===== src/rtl/int_win_pkg.sv =====
package int_win_pkg;

    typedef enum logic [1:0] {
        PW_RUN  = 2'd0,
        PW_STOP = 2'd1,
        PW_WAIT = 2'd2
    } pw_state_e;

    // decode hints that shape the window
    typedef struct packed {
        logic bcc_valid;
        logic bcc_taken;
        logic rep_start;
        logic rep_end;
        logic instr_done;
    } dec_hint_t;

    // number of instructions shielded after a not-taken short branch
    localparam int SHADOW_LEN = 2;

    function automatic int blackout_span(input int exec_cyc, input int nops, input int call_cyc);
        return exec_cyc + nops + call_cyc;
    endfunction

endpackage


===== src/rtl/iwc_window_gate.sv =====
module iwc_window_gate
    import int_win_pkg::*;
#(
    parameter int SHADOW = SHADOW_LEN
) (
    input  logic      clk,
    input  logic      rst,
    input  dec_hint_t hint,
    output logic      win_open,
    output logic      fetch_hold
);
    localparam int SH_W = $clog2(SHADOW + 1);

    logic [SH_W-1:0] shadow_q;
    logic            rep_q;

    always_ff @(posedge clk) begin
        if (rst) begin
            shadow_q <= '0;
        end else if (hint.bcc_valid && !hint.bcc_taken) begin
            shadow_q <= SH_W'(SHADOW);
        end else if (hint.instr_done && shadow_q != '0) begin
            shadow_q <= shadow_q - 1'b1;
        end
    end

    always_ff @(posedge clk) begin
        if (rst) begin
            rep_q <= 1'b0;
        end else if (hint.rep_start) begin
            rep_q <= 1'b1;
        end else if (hint.rep_end) begin
            rep_q <= 1'b0;
        end
    end

    always_comb begin
        win_open   = (shadow_q == '0) && !hint.rep_start && !rep_q;
        fetch_hold = rep_q;
    end

    // loop stays active until its end is signalled
    assert_rep_holds_R4: assert property (@(posedge clk) disable iff (rst)
        (rep_q && !hint.rep_end && !hint.rep_start) |=> rep_q);

    // an untaken short branch closes the window on the next cycle
    assert_shadow_closes_R2: assert property (@(posedge clk) disable iff (rst)
        (hint.bcc_valid && !hint.bcc_taken) |=> !win_open);

endmodule


===== src/rtl/iwc_blackout_timer.sv =====
module iwc_blackout_timer
    import int_win_pkg::*;
#(
    parameter int EXEC_W      = 4,
    parameter int NOP_SLOTS   = 3,
    parameter int CALL_CYCLES = 3
) (
    input  logic              clk,
    input  logic              rst,
    input  logic              take,
    input  logic              stall,
    input  logic [EXEC_W-1:0] exec_len,
    output logic              arb_en,
    output logic              nop_inject
);
    localparam int MAX_SPAN = blackout_span((1 << EXEC_W) - 1, NOP_SLOTS, CALL_CYCLES);
    localparam int CNT_W    = $clog2(MAX_SPAN + 1);
    localparam int NOP_W    = $clog2(NOP_SLOTS + 1);
    localparam int FIXED    = NOP_SLOTS + CALL_CYCLES;

    logic [CNT_W-1:0] blk_q;
    logic [NOP_W-1:0] nop_q;

    always_ff @(posedge clk) begin
        if (rst) begin
            blk_q <= '0;
            nop_q <= '0;
        end else if (take) begin
            blk_q <= CNT_W'(exec_len) + CNT_W'(FIXED);
            nop_q <= NOP_W'(NOP_SLOTS);
        end else if (!stall) begin
            if (blk_q != '0) blk_q <= blk_q - 1'b1;
            if (nop_q != '0) nop_q <= nop_q - 1'b1;
        end
    end

    always_comb begin
        arb_en     = (blk_q == '0);
        nop_inject = (nop_q != '0);
    end

    // a stall freezes the blackout count
    assert_stall_holds_R9: assert property (@(posedge clk) disable iff (rst)
        (stall && !take && blk_q != '0) |=> (blk_q == $past(blk_q)));

    // the NOP count is frozen by a stall as well
    assert_nop_holds_R10: assert property (@(posedge clk) disable iff (rst)
        (stall && !take && nop_q != '0) |=> (nop_q == $past(nop_q)));

endmodule


===== src/rtl/iwc_power_fsm.sv =====
module iwc_power_fsm
    import int_win_pkg::*;
(
    input  logic      clk,
    input  logic      rst,
    input  logic      req,
    input  logic      take,
    input  logic      stop_op,
    input  logic      wait_op,
    output pw_state_e state,
    output logic      wake
);
    pw_state_e state_q, state_d;

    always_comb begin
        state_d = state_q;
        unique case (state_q)
            PW_RUN: begin
                if (!take && stop_op)      state_d = PW_STOP;
                else if (!take && wait_op) state_d = PW_WAIT;
            end
            PW_WAIT: if (req) state_d = PW_RUN;
            PW_STOP: state_d = PW_STOP;
            default: state_d = PW_RUN;
        endcase
    end

    always_ff @(posedge clk) begin
        if (rst) state_q <= PW_RUN;
        else     state_q <= state_d;
    end

    assign state = state_q;
    assign wake  = (state_q == PW_WAIT) && req;

    // stop is left only through reset
    assert_stop_sticky_R5: assert property (@(posedge clk) disable iff (rst)
        (state_q == PW_STOP) |=> (state_q == PW_STOP));

    // an accepted interrupt keeps the core running
    assert_take_keeps_run_R12: assert property (@(posedge clk) disable iff (rst)
        (state_q == PW_RUN && take) |=> (state_q == PW_RUN));

endmodule


===== src/rtl/int_accept_window.sv =====
module int_accept_window
    import int_win_pkg::*;
#(
    parameter int EXEC_W      = 4,
    parameter int NOP_SLOTS   = 3,
    parameter int CALL_CYCLES = 3
) (
    input  logic              clk,
    input  logic              rst,
    input  logic              irq_pend,
    input  logic              irq_en,
    input  logic              bcc1_valid,
    input  logic              bcc1_taken,
    input  logic              rep_start,
    input  logic              rep_end,
    input  logic              instr_done,
    input  logic              stop_op,
    input  logic              wait_op,
    input  logic              ws_stall,
    input  logic [EXEC_W-1:0] exec_len,
    output logic              take_int,
    output logic              nop_inject,
    output logic              fetch_hold,
    output logic              wake,
    output logic              arb_en
);
    dec_hint_t hint;
    pw_state_e pw_state;
    logic      win_open;
    logic      req;

    always_comb begin
        hint.bcc_valid  = bcc1_valid;
        hint.bcc_taken  = bcc1_taken;
        hint.rep_start  = rep_start;
        hint.rep_end    = rep_end;
        hint.instr_done = instr_done;
        req             = irq_pend && irq_en;
        take_int        = req && win_open && arb_en && (pw_state != PW_STOP);
    end

    iwc_window_gate #(.SHADOW(SHADOW_LEN)) u_gate (
        .clk        (clk),
        .rst        (rst),
        .hint       (hint),
        .win_open   (win_open),
        .fetch_hold (fetch_hold)
    );

    iwc_blackout_timer #(
        .EXEC_W      (EXEC_W),
        .NOP_SLOTS   (NOP_SLOTS),
        .CALL_CYCLES (CALL_CYCLES)
    ) u_timer (
        .clk        (clk),
        .rst        (rst),
        .take       (take_int),
        .stall      (ws_stall),
        .exec_len   (exec_len),
        .arb_en     (arb_en),
        .nop_inject (nop_inject)
    );

    iwc_power_fsm u_power (
        .clk     (clk),
        .rst     (rst),
        .req     (req),
        .take    (take_int),
        .stop_op (stop_op),
        .wait_op (wait_op),
        .state   (pw_state),
        .wake    (wake)
    );

    // a take is never followed directly by another take
    assert_take_pulse_R11: assert property (@(posedge clk) disable iff (rst)
        take_int |=> !take_int);

    // acceptance starts the arbitration blackout
    assert_blackout_starts_R8: assert property (@(posedge clk) disable iff (rst)
        take_int |=> !arb_en);

    // nothing is taken while a repeat loop begins
    assert_rep_blocks_R4: assert property (@(posedge clk) disable iff (rst)
        rep_start |-> !take_int);

    // NOP slots run only while arbitration is off
    assert_nop_in_blackout_R10: assert property (@(posedge clk) disable iff (rst)
        nop_inject |-> !arb_en);

endmodule


===== config.mk =====
export PLATFORM = sky130hd
export DESIGN_NAME = int_accept_window
export DESIGN_NICKNAME = d
export VERILOG_FILES = /design/src/rtl/int_win_pkg.sv /design/src/rtl/iwc_window_gate.sv /design/src/rtl/iwc_blackout_timer.sv /design/src/rtl/iwc_power_fsm.sv /design/src/rtl/int_accept_window.sv
export SDC_FILE = /design/constraint.sdc
export NUM_CORES = 1
export LEC_CHECK = 0
export ABC_CLOCK_PERIOD_IN_PS = 2830
export BUFFER_PORTS_ARGS = -buffer_cell sky130_fd_sc_hd__buf_2
export CORE_MARGIN = 3
export CORE_UTILIZATION = 48
export DETAILED_ROUTE_END_ITERATION = 10
export PLACE_DENSITY = 0.72
export SYNTH_ARGS = -nofsm -noshare
export SYNTH_HDL_FRONTEND = slang
export SYNTH_HIERARCHICAL = 1
export SYNTH_SLANG_ARGS = --single-unit
export TNS_END_PERCENT = 5

===== constraint.sdc =====
create_clock -name clk -period 2.83 [get_ports clk]
set_input_delay 0.1415 -clock clk [delete_from_list [all_inputs] [get_ports clk]]
set_output_delay 0.1415 -clock clk [all_outputs]
set_load 0.01 [all_outputs]

Yosys cells after proc, flatten, opt, wreduce, memory -nomap -nowiden
Cells that the tools add are included.
W data, S select, Z words.

word-level totals
  input bits = 16
  register bits after elaboration = 12
  output and inout bits = 5
  logic and storage cells = 59

operators by class
  add/sub/neg operators = 4
  reduce and logical (&&, ||, !) cells = 29
  equal/unequal tests = 6
  multiplexer cells = 14

operators with widths
  cell                   count
  $mux W2                8
  $mux W5                3
  $reduce_bool A2 Y1     6
  $logic_and A1 B1 Y1    11
  $ne A2 B1 Y1 const B   3
  $pmux W2 S3            1
  $reduce_and A2 Y1      3
  $add A4 B3 Y5 const B  1
  $logic_not A5 Y1       1
  $reduce_bool A5 Y1     1
  $sub A5 B1 Y5 const B  1
  $logic_not A1 Y1       4
  $logic_not A2 Y1       2
  $sub A2 B1 Y2 const B  2
  $ne A3 B1 Y1 const B   1
  $eq A2 B1 Y1 const B   1
  $eq A2 B2 Y1 const B   1
  $mux W1                2
  $reduce_or A2 Y1       1

Logic depth before layout (Yosys ltp)
Gate-level depths: netlist (run 1).

  depth in word-level cells = 11
  mapped depth = 11
  gate-level depth less buffers = 9

Modules after synthesis
The synthesis (run 1) kept the hierarchy.

by module, submodules not included
  module              seq. area each (sq um)  area each (sq um)  instances  cells an instance
  iwc_blackout_timer  140.1                   417.9              1          51
  iwc_window_gate     60.1                    161.4              1          16
  iwc_power_fsm       40.0                    97.6               1          9
  int_accept_window   0.0                     26.3               1          4

Worst setup path before layout (run 1)
No wires, ideal clock.

  path kind = reg-to-reg
  start point = register u_timer.blk_q[0]
  end point = register u_timer.blk_q[1]
  stages on the path, launching flop included = 11
  slack = 0.558 ns
  path buffers = 2
  arrival = 2.176 ns
  data required time = 2.735 ns
  library setup time = 0.095 ns
  clock period less this slack = 2.272 ns
  cell sequence = dfxtp_1 > inv_1 > ha_1 > or4b_1 > buf_2 > inv_1 > nand4_1 > a21oi_2 > clkbuf_1 > inv_1 > o311ai_1

between the ends
  word-level cells in the longest chain between the ends = 5
  elaborated cells on any way between the ends = 11
  those cells by class = 1 x add/sub; 1 x eq/ne; 3 x mux; 6 x reduce/logical

RTL lines
  what                                                                 RTL line                  source
  from (decl)                                                          iwc_blackout_timer.sv:21  logic [CNT_W-1:0] blk_q;
  from (signal assigned)                                               iwc_blackout_timer.sv:29  blk_q <= CNT_W'(exec_len) + CNT_W'(FIXED);
  from (signal assigned)                                               iwc_blackout_timer.sv:32  if (blk_q != '0) blk_q <= blk_q - 1'b1;
  $logic_not A5 Y1 *                                                   iwc_blackout_timer.sv:38  arb_en = (blk_q == '0);
  named net arb_en                                                     int_accept_window.sv:25   output logic arb_en
  $logic_and A1 B1 Y1 * (2 in a row)                                   int_accept_window.sv:39   take_int = req && win_open && arb_en && (pw_state != PW_STOP);
  named net take_int                                                   int_accept_window.sv:21   output logic take_int,
  $ne A2 B1 Y1 (no source line) or $reduce_bool A2 Y1 (tied branches)  --
  $reduce_and A2 Y1 (no source line)                                   --

Mark *: on every way through the listed nets, which the timed path passes. The rest lies on a longest branch. The select of a mux whose other input is x is not followed.
A chain may end at the register's enable or synchronous reset.

Final worst setup path (run 1)
  start point = register u_timer.blk_q[0]
  end point = output take_int

between the ends
  word-level cells in the longest chain between the ends = 3

RTL lines
  what                              RTL line
  $logic_not A5 Y1                  iwc_blackout_timer.sv:38
  $logic_and A1 B1 Y1 (2 in a row)  int_accept_window.sv:39
  to (decl)                         int_accept_window.sv:21

Every way passes these cells.

==> results of run 1 <==
-- metal layers --
metal | track usage [%] | up-vias
met5 | 0 | -
met4 | 3.61 | 0
met3 | 6.50 | 2
met2 | 23.3 | 19
met1 | 19.7 | 268
li1 | - | 328
-- layout by cell type, fill, tap and decap left out, drive strengths merged --
| cell | synthesis | final |
|---|---|---|
| xnor2 | 2 | 2 |
| nand3 | 3 | 3 |
| a211oi | 1 | 1 |
| clkbuf | 2 | 4 |
| nor3 | 1 | 1 |
| or2b | 1 | 1 |
| o311ai | 2 | 2 |
| or4b | 2 | 2 |
| a311oi | 1 | 1 |
| nor2 | 4 | 4 |
| inv | 14 | 14 |
| dfxtp | 12 | 12 |
| nand4 | 1 | 1 |
| o21ai | 2 | 2 |
| and3 | 1 | 1 |
| nand2b | 2 | 2 |
| nor2b | 2 | 2 |
| nand4b | 1 | 1 |
| nor4 | 1 | 1 |
| mux2 | 1 | 1 |
| a221oi | 1 | 1 |
| o211ai | 1 | 1 |
| a2111o | 1 | 1 |
| a31oi | 1 | 1 |
| o21a | 1 | 1 |
| nor3b | 1 | 1 |
| a21oi | 7 | 7 |
| ha | 4 | 4 |
| and3b | 2 | 2 |
| buf | 1 | 21 |
| xor2 | 1 | 1 |
| a211o | 1 | 1 |
| and2 | 1 | 1 |
| or3 | 1 | 1 |
-- per-stage QoR --
stage          power (W)  instances  util (%)  cell area, sq um  worst slack, ps
2_1_floorplan   0.000465         80         -               703              558
3_3_place_gp    0.000527        113      61.2               816              664
3_5_place_dp    0.000535        113      61.2               816              589
4_1_cts         0.000674        117      63.9               852              409
5_1_grt         0.000721        117      63.9               852              286
6_report        0.000667        117      63.9               852              420
-- critical path: stages, from the launching register on --
cell,delay (ps)
dfxtp_1,330
inv_1,70
ha_1,180
or4b_1,560
inv_1,130
nand4_1,110
a21oi_2,280
buf_4,200
buf_2,120
-- power breakdown --
| group | switching, W | internal, W |
|---|---|---|
| Sequential | 0.0000305 | 0.000212 |
| Combinational | 0.000151 | 0.000138 |
| Clock | 0.0000583 | 0.0000782 |
| Total | 0.000239 | 0.000428 |
-- kinds of logic after synthesis --
logic type                 Yosys count  share of synthesized area, %
muxes                                1                          2.13
and+or+nand+nor                     24                          23.1
xor gates and xnor gates             3                          3.74
DFF                                 12                          34.2
adders and majority gates            4                          7.12
buffers and inverters               17                          9.43
AOI/OAI and AO/OA                   19                          20.3
-- final timing paths --
kind	to	depth (start not counted)	slack, ps
max	take_int	8	420
max reg2reg	u_timer/blk_q[4]$_SDFFE_PP0P_	9	550
min reg2reg	u_timer/nop_q[1]$_SDFFE_PP0P_	2	510
min	u_gate/fetch_hold$_SDFFE_PP0P_	3	100
-- registers in the layout, summed over array words and instances (netlist names) --
| signal | count |
|---|---|
| u_timer/nop_q | 2 |
| u_gate/fetch_hold | 1 |
| u_power/state | 2 |
| u_timer/blk_q | 5 |
| u_gate/shadow_q | 2 |
-- final cells by class --
class | count | area, sq um
Timing Repair Buffer | 21 | 108
Sequential cell | 12 | 240
Fill cell | 120 | 482
Multi-Input combinational cell | 51 | 397
Clock buffer | 4 | 36.3
Inverter | 14 | 52.6
Tap cell | 15 | 18.8
==> flow_metrics.py, run 1 <==
metrics = {
    "die": {
        "dieArea_sq_um": 1960,
        "core_area_sq_um": 1330,
        "start_util_pct": 52.7,
        "die_x_microns": 44.3,
        "io_pins": 21,
        "die_h_microns": 44.3,
        "num_rows": 13,
    },
    "detailed_routing": {
        "viasPerCell": 5.27,
        "post_drt_wl_per_cell_microns": 11.8,
        "drt_iter0_drc": 10,
        "finalWirelength_mm": 1.38,
        "vias": 617,
        "met1_length_microns": 669,
        "wl_met3_microns": 105,
        "highest_layer": "met4",
        "drtPass1Iterations": 4,
        "ant_nets": 0,
        "drc": 0,
        "dr_wl_met2_microns": 588,
    },
    "synthesis": {
        "synth.distinct_cells": 39,
        "synth_top_cell_area_share_pct": 34.2,
        "syn-instance-count": 80,
        "synth-seq-area-share_pct": 34.2,
        "synth_area_sq_um": 703,
        "synthTopCellsByArea": "dfxtp_1 34%, inv_1 7.5%, ha_1 7.1%",
        "yosys_warnings": 6,
        "yosys.area.top_type": "dfxtp_1",
        "syn_area_per_cell_sq_um": 8.79,
        "ys_ff_latch": 12,
        "ys.flop_type": "dfxtp_1",
        "syn-num-nets": 100,
        "synth_edf_count": 0,
        "ys_async_sr_fraction_pct": 0,
        "synth_commonest_cells": "14 x inv_1, 12 x dfxtp_1, 5 x a21oi_1, 4 x ha_1, 4 x nor2_1",
        "yosysMostFrequentCell": "inv_1",
    },
    "cts": {
        "numCtsBuffers": 3,
        "clk_pin_slew_ps": 80,
        "cts_buffer_depth": 2,
        "cts_tree": "built",
        "cts_resized": 0,
        "cts_setup_buffers": 0,
        "cts.htree.levels": 1,
        "clkLatencyLatePin_ps": 270,
        "clockRootBuffer": "clkbuf_4",
        "cts.sinks": 12,
        "cts.hold.buffers_added": 0,
    },
    "sta": {
        "holdWs_ps": 99.4,
        "slew_headroom_pct": 73.7,
        "post-route-min-period_ps": 2410,
        "final-max-slew-violation-count": 0,
        "rsz0062_at_grt": "no",
        "setup_viol": 0,
        "period_share_pct": 85.2,
        "fin_skew_ps": 0.432,
        "tightest_slew_ps": 389,
        "fmax_mhz": 415,
        "fin_setup_tns_ps": 0,
        "hold_viol_final": 0,
    },
    "power_and_ir_drop": {
        "p_per_area_nw_per_um2": 783,
        "irDropWorstVdd_mv": 0.530,
        "p_leak_nw": 0.396,
    },
    "worst_setup_path": {
        "cp-start-kind": "flip-flop",
        "crit_start": "u_timer/blk_q[0]$_SDFFE_PP0P_",
        "r2r-start": "u_timer/blk_q[0]$_SDFFE_PP0P_",
        "cp_max_fo": 7,
        "worst-setup-path-type": "reg2out",
        "setup.worst_path.end_class": "output port",
        "worstPathRequired_ps": 2690,
        "cp.arrival_ps": 2270,
    },
    "grt": {
        "grt_use_total_pct": 15.2,
        "antenna_found_initial": 0,
        "grt_max_degree": 15,
        "overflow": 0,
        "grt_pass1_wl_mm": 2.19,
        "grt_pass1_vias": 535,
    },
    "placed_design": {
        "dp_hpwl_mm": 1.04,
        "portBuffers": 20,
        "gp_congestion": 0.778,
    },
    "min_path": {
        "worstHoldStart": "rep_start",
        "hp-class": "in2reg",
    },
    "outcome": {
        "status": "finished, final reports clean",
    },
    "final_layout": {
        "n_antenna_cell": 0,
        "nets": 123,
        "area_delta_synth_final_pct": 21.2,
        "drive_above_1_share_pct": 32.4,
    },
    "flow_run": {
        "maxCapViolations": 0,
    },
}
(Power assumes the default switching activity.)
==> run 2, diff against run 1 <==
BUFFER_PORTS_ARGS = -buffer_cell sky130_fd_sc_hd__buf_4   (was -buffer_cell sky130_fd_sc_hd__buf_2)
==> flow_metrics.py, run 2 (same netlist as run 1, synthesis figures left out) <==
metrics = {
    "detailed_routing": {
        "drc": 0,
        "viasPerCell": 5.38,
        "finalWirelength_mm": 1.41,
        "vias": 629,
        "ant_nets": 0,
        "drtPass1Iterations": 4,
        "drt_iter0_drc": 14,
        "post_drt_wl_per_cell_microns": 12.0,
    },
    "final_layout": {
        "drive_above_1_share_pct": 32.4,
        "nets": 123,
        "final_core_util_pct": 67.6,
        "area_delta_synth_final_pct": 28.3,
        "nFillCells": 131,
        "regMostFlops": "u_timer/blk_q",
        "largest_register_ffs": 5,
        "n_antenna_cell": 0,
        "layout_common_cells": "21 x buf_4, 14 x inv_1, 12 x dfxtp_1",
        "final_common_cell": "buf_4",
    },
    "sta": {
        "setup_viol": 0,
        "fmax_mhz": 417,
        "tightest_slew_ps": 392,
        "period_share_pct": 84.8,
        "post-route-min-period_ps": 2400,
        "slew_headroom_pct": 73.6,
        "fin_setup_tns_ps": 0,
        "final-max-slew-violation-count": 0,
        "hold_viol_final": 0,
        "rsz0062_at_grt": "no",
        "fin_skew_ps": 6.41,
    },
    "cts": {
        "clk_pin_slew_ps": 90,
        "numCtsBuffers": 3,
        "cts_tree": "built",
        "cts.htree.levels": 1,
        "cts_setup_buffers": 0,
        "cts_resized": 0,
        "cts.hold.buffers_added": 0,
        "clockRootBuffer": "clkbuf_4",
        "clkLatencyLatePin_ps": 280,
        "cts.sinks": 12,
        "cts_buffer_depth": 2,
    },
    "grt": {
        "grt_max_degree": 15,
        "antenna_found_initial": 0,
        "grt_use_total_pct": 17.8,
        "grt_pass1_vias": 583,
        "grt_pass1_wl_mm": 2.49,
        "overflow": 0,
    },
    "die": {
        "start_util_pct": 52.7,
        "die_x_microns": 44.3,
        "dieArea_sq_um": 1960,
        "core_area_sq_um": 1330,
        "die_h_microns": 44.3,
        "io_pins": 21,
        "num_rows": 13,
    },
    "flow_run": {
        "maxCapViolations": 0,
    },
    "power_and_ir_drop": {
        "p_per_area_nw_per_um2": 773,
        "p_leak_nw": 0.410,
        "irDropWorstVdd_mv": 0.358,
    },
    "placed_design": {
        "dp_hpwl_mm": 1.07,
        "gp_congestion": 0.782,
        "portBuffers": 20,
    },
    "worst_setup_path": {
        "cp-start-kind": "flip-flop",
        "setup.worst_path.end_class": "output port",
        "worstPathRequired_ps": 2690,
        "cp_max_fo": 7,
        "worst-setup-path-type": "reg2out",
        "cp.arrival_ps": 2260,
    },
    "min_path": {
        "hp-class": "in2reg",
    },
    "outcome": {
        "status": "finished, final reports clean",
    },
}
[run 2: cell counts in the layout (fill, tap and decap cells not counted)]
Identical to the previous run, type by type.
[run 2: layout make-up]
type / count / area, sq um / area share [%]
multi-input combinational: 51 / 397 / 44.0
sequential: 12 / 240 / 26.6
timing repair buffer: 21 / 158 / 17.5
inverter: 14 / 52.6 / 5.83
clock buffer: 4 / 36.3 / 4.02
tap: 15 / 18.8 / 2.08
[run 2: final timing paths]
check / startpoint / end / slack, ps / cells past startpoint
max: u_timer/blk_q[0]$_SDFFE_PP0P_ / take_int / 430 / 8
min: rep_start / u_gate/fetch_hold$_SDFFE_PP0P_ / 80 / 3
max reg2reg: u_timer/blk_q[0]$_SDFFE_PP0P_ / u_timer/blk_q[1]$_SDFFE_PP0P_ / 580 / 8
min reg2reg: u_power/state[0]$_SDFFE_PP0P_ / u_power/state[1]$_SDFFE_PP0P_ / 510 / 1
[run 2: stage by stage]
step	setup slack, ps	instances	hold WS (ps)	area [sq um]	power [W]
after floorplan	558	80	204	703	0.000465
after global placement	655	113	364	866	0.000554
after detailed placement	612	113	375	866	0.000556
after CTS	422	117	78.9	902	0.000700
after global routing	235	117	73.0	902	0.000760
final	430	117	77.0	902	0.000697
[run 2: critical path, cell delays in order, from the launching register on]
cell and delay, ps:
dfxtp_1 330, inv_1 80, ha_1 190, or4b_1 550, inv_1 140, nand4_1 110
a21oi_2 260, buf_4 190, buf_4 120
[run 2: per-layer routing]
metal | up-vias | GRT usage [%] | share of wire, %
li1 | 328 | - | -
met4 | 0 | 9.04 | 1.9
met1 | 280 | 22.3 | 47
met3 | 4 | 8.94 | 7.8
met5 | - | 0 | 0
met2 | 17 | 25.0 | 43
[run 2: power breakdown]
| group | total, W | leakage, nW | internal [W] | switching [W] |
|---|---|---|---|---|
| Combinational | 0.000311 | 0.291 | 0.000158 | 0.000153 |
| Sequential | 0.000243 | 0.0987 | 0.000212 | 0.0000312 |
| Clock | 0.000143 | 0.0210 | 0.0000784 | 0.0000650 |
==> run 3, diff against run 2 <==
ABC_CLOCK_PERIOD_IN_PS = 2450   (was 2830)
clock period = 2.45 ns   (was 2.83 ns; I/O delays follow)
==> flow_metrics.py, run 3 (same netlist as run 1, synthesis figures left out) <==
metrics = {
    "final_layout": {
        "largest_register_ffs": 5,
        "nets": 124,
        "final_core_util_pct": 67.2,
        "final_common_cell": "buf_4",
        "area_delta_synth_final_pct": 27.4,
        "n_antenna_cell": 0,
        "regMostFlops": "u_timer/blk_q",
        "layout_common_cells": "22 x buf_4, 14 x inv_1, 12 x dfxtp_1",
        "drive_above_1_share_pct": 32.4,
        "layoutNonFillerInstCount": 117,
        "fin_area_sq_um": 896,
    },
    "power_and_ir_drop": {
        "pwr-share-clk_pct": 15.2,
        "internal-power_w": 0.000485,
        "p_per_area_nw_per_um2": 845,
        "seqPwrFrac_pct": 37.0,
        "p_leak_nw": 0.409,
        "irDropWorstVdd_mv": 0.419,
        "sw_frac_of_total_pct": 35.8,
        "p_sw_w": 0.000271,
        "p_comb_share_pct": 47.8,
    },
    "sta": {
        "tightest_slew_ps": 354,
        "fin_skew_ps": 3.11,
        "period_share_pct": 90.3,
        "post-route-min-period_ps": 2210,
        "final-max-slew-violation-count": 0,
        "fmax_mhz": 452,
        "setup_viol": 0,
        "rsz0062_at_grt": "no",
        "fin_setup_tns_ps": 0,
        "hold_viol_final": 0,
        "slew_headroom_pct": 76.2,
    },
    "worst_setup_path": {
        "slowest_stage": "or4b_1",
        "setup.worst_path.end_class": "output port",
        "r2r-start": "u_timer/blk_q[0]$_SDFFE_PP0P_",
        "worst-setup-path-type": "reg2out",
        "path_delay_family": "simple AND/OR/NAND/NOR gates",
        "reg2reg_depth": 9,
        "cp_cell_sequence": "inv_1 > ha_1 > or4b_1 > inv_1 > nand4_1 > a21oi_2 > buf_4 > buf_4",
        "crit_start": "u_timer/blk_q[0]$_SDFFE_PP0P_",
        "cp_max_fo": 6,
        "worstPathRequired_ps": 2330,
        "crit_buf_inv": 4,
        "max_stage_delay_ps": 560,
        "cp-start-kind": "flip-flop",
        "cp.arrival_ps": 2090,
        "setup.worst_path.end": "take_int",
        "path_depth": 8,
        "r2r-end": "u_timer/blk_q[2]$_SDFFE_PP0P_",
        "r2r_slack_ps": 340,
    },
    "detailed_routing": {
        "drc": 0,
        "drtPass1Iterations": 4,
        "finalWirelength_mm": 1.40,
        "viasPerCell": 5.44,
        "drt_iter0_drc": 13,
        "vias": 637,
        "post_drt_wl_per_cell_microns": 12.0,
        "ant_nets": 0,
    },
    "placed_design": {
        "portBuffers": 20,
        "dp_hpwl_mm": 1.11,
        "gp_congestion": 0.786,
        "dp.cells": 114,
        "place_area_sq_um": 873,
    },
    "die": {
        "num_rows": 13,
        "die_x_microns": 44.3,
        "dieArea_sq_um": 1960,
        "start_util_pct": 52.7,
        "core_area_sq_um": 1330,
        "io_pins": 21,
        "die_h_microns": 44.3,
    },
    "grt": {
        "overflow": 0,
        "antenna_found_initial": 0,
        "grt_pass1_vias": 605,
        "grt_use_total_pct": 17.5,
        "grt_max_degree": 15,
        "grt_pass1_wl_mm": 2.53,
    },
    "outcome": {
        "status": "finished, final reports clean",
    },
    "cts": {
        "cts_buffer_depth": 2,
        "numCtsBuffers": 3,
        "cts_tree": "built",
        "cts_setup_buffers": 0,
        "cts_resized": 0,
        "clkLatencyLatePin_ps": 260,
        "clk_pin_slew_ps": 70,
        "clockRootBuffer": "clkbuf_4",
        "cts.sinks": 12,
        "cts.htree.levels": 1,
        "cts.hold.buffers_added": 0,
    },
    "min_path": {
        "min_path_cells": 3,
        "hp-class": "in2reg",
    },
    "flow_run": {
        "maxCapViolations": 0,
    },
}
## run 3: worst min-delay path by stage
stage               startpoint                               to
finish               rep_start   u_gate/fetch_hold$_SDFFE_PP0P_
global route         rep_start   u_gate/fetch_hold$_SDFFE_PP0P_
CTS                  rep_start   u_gate/fetch_hold$_SDFFE_PP0P_
detailed placement   rep_start   u_gate/fetch_hold$_SDFFE_PP0P_
global placement     rep_start   u_gate/fetch_hold$_SDFFE_PP0P_
floorplan                  rst  u_gate/shadow_q[1]$_SDFFE_PP0P_
## run 3: final cells by class
| class | count | area (sq um) |
|---|---|---|
| fill | 112 | 438 |
| multi-input combinational | 51 | 397 |
| sequential | 12 | 240 |
| timing repair buffer | 22 | 165 |
| inverter | 14 | 52.6 |
| clock buffer | 3 | 22.5 |
| tap | 15 | 18.8 |
## run 3: metrics by stage
stage	power (W)	setup WS, ps	hold slack [ps]
2_1_floorplan	0.000537	178	185
6_report	0.000757	238	82.2
3_5_place_dp	0.000645	369	353
4_1_cts	0.000766	241	67.2
3_3_place_gp	0.000640	451	346
5_1_grt	0.000827	72.5	80.5
## run 3: per-layer routing
metal,global-route usage (%),share of wire [%]
met4,10.8,1.4
met5,0,0
met2,25.9,46
met1,22.5,43
met3,4.47,9.0
## run 3: worst reg2reg max path, stage by stage (launching register included)
cell and delay (ps):
dfxtp_1 320, inv_1 70, ha_1 200, or4b_1 560, inv_1 140, nand4_1 110
a21oi_2 160, buf_4 160, a21oi_1 40, a221oi_1 250
## run 3: power by group through the flow
stage	combinational, W	clock, W	sequential [W]
global placement	0.000356	0	0.000284
global route	0.000411	0.000130	0.000287
detailed placement	0.000362	0	0.000283
CTS	0.000363	0.000123	0.000280
finish	0.000362	0.000115	0.000280
floorplan	0.000262	0	0.000275
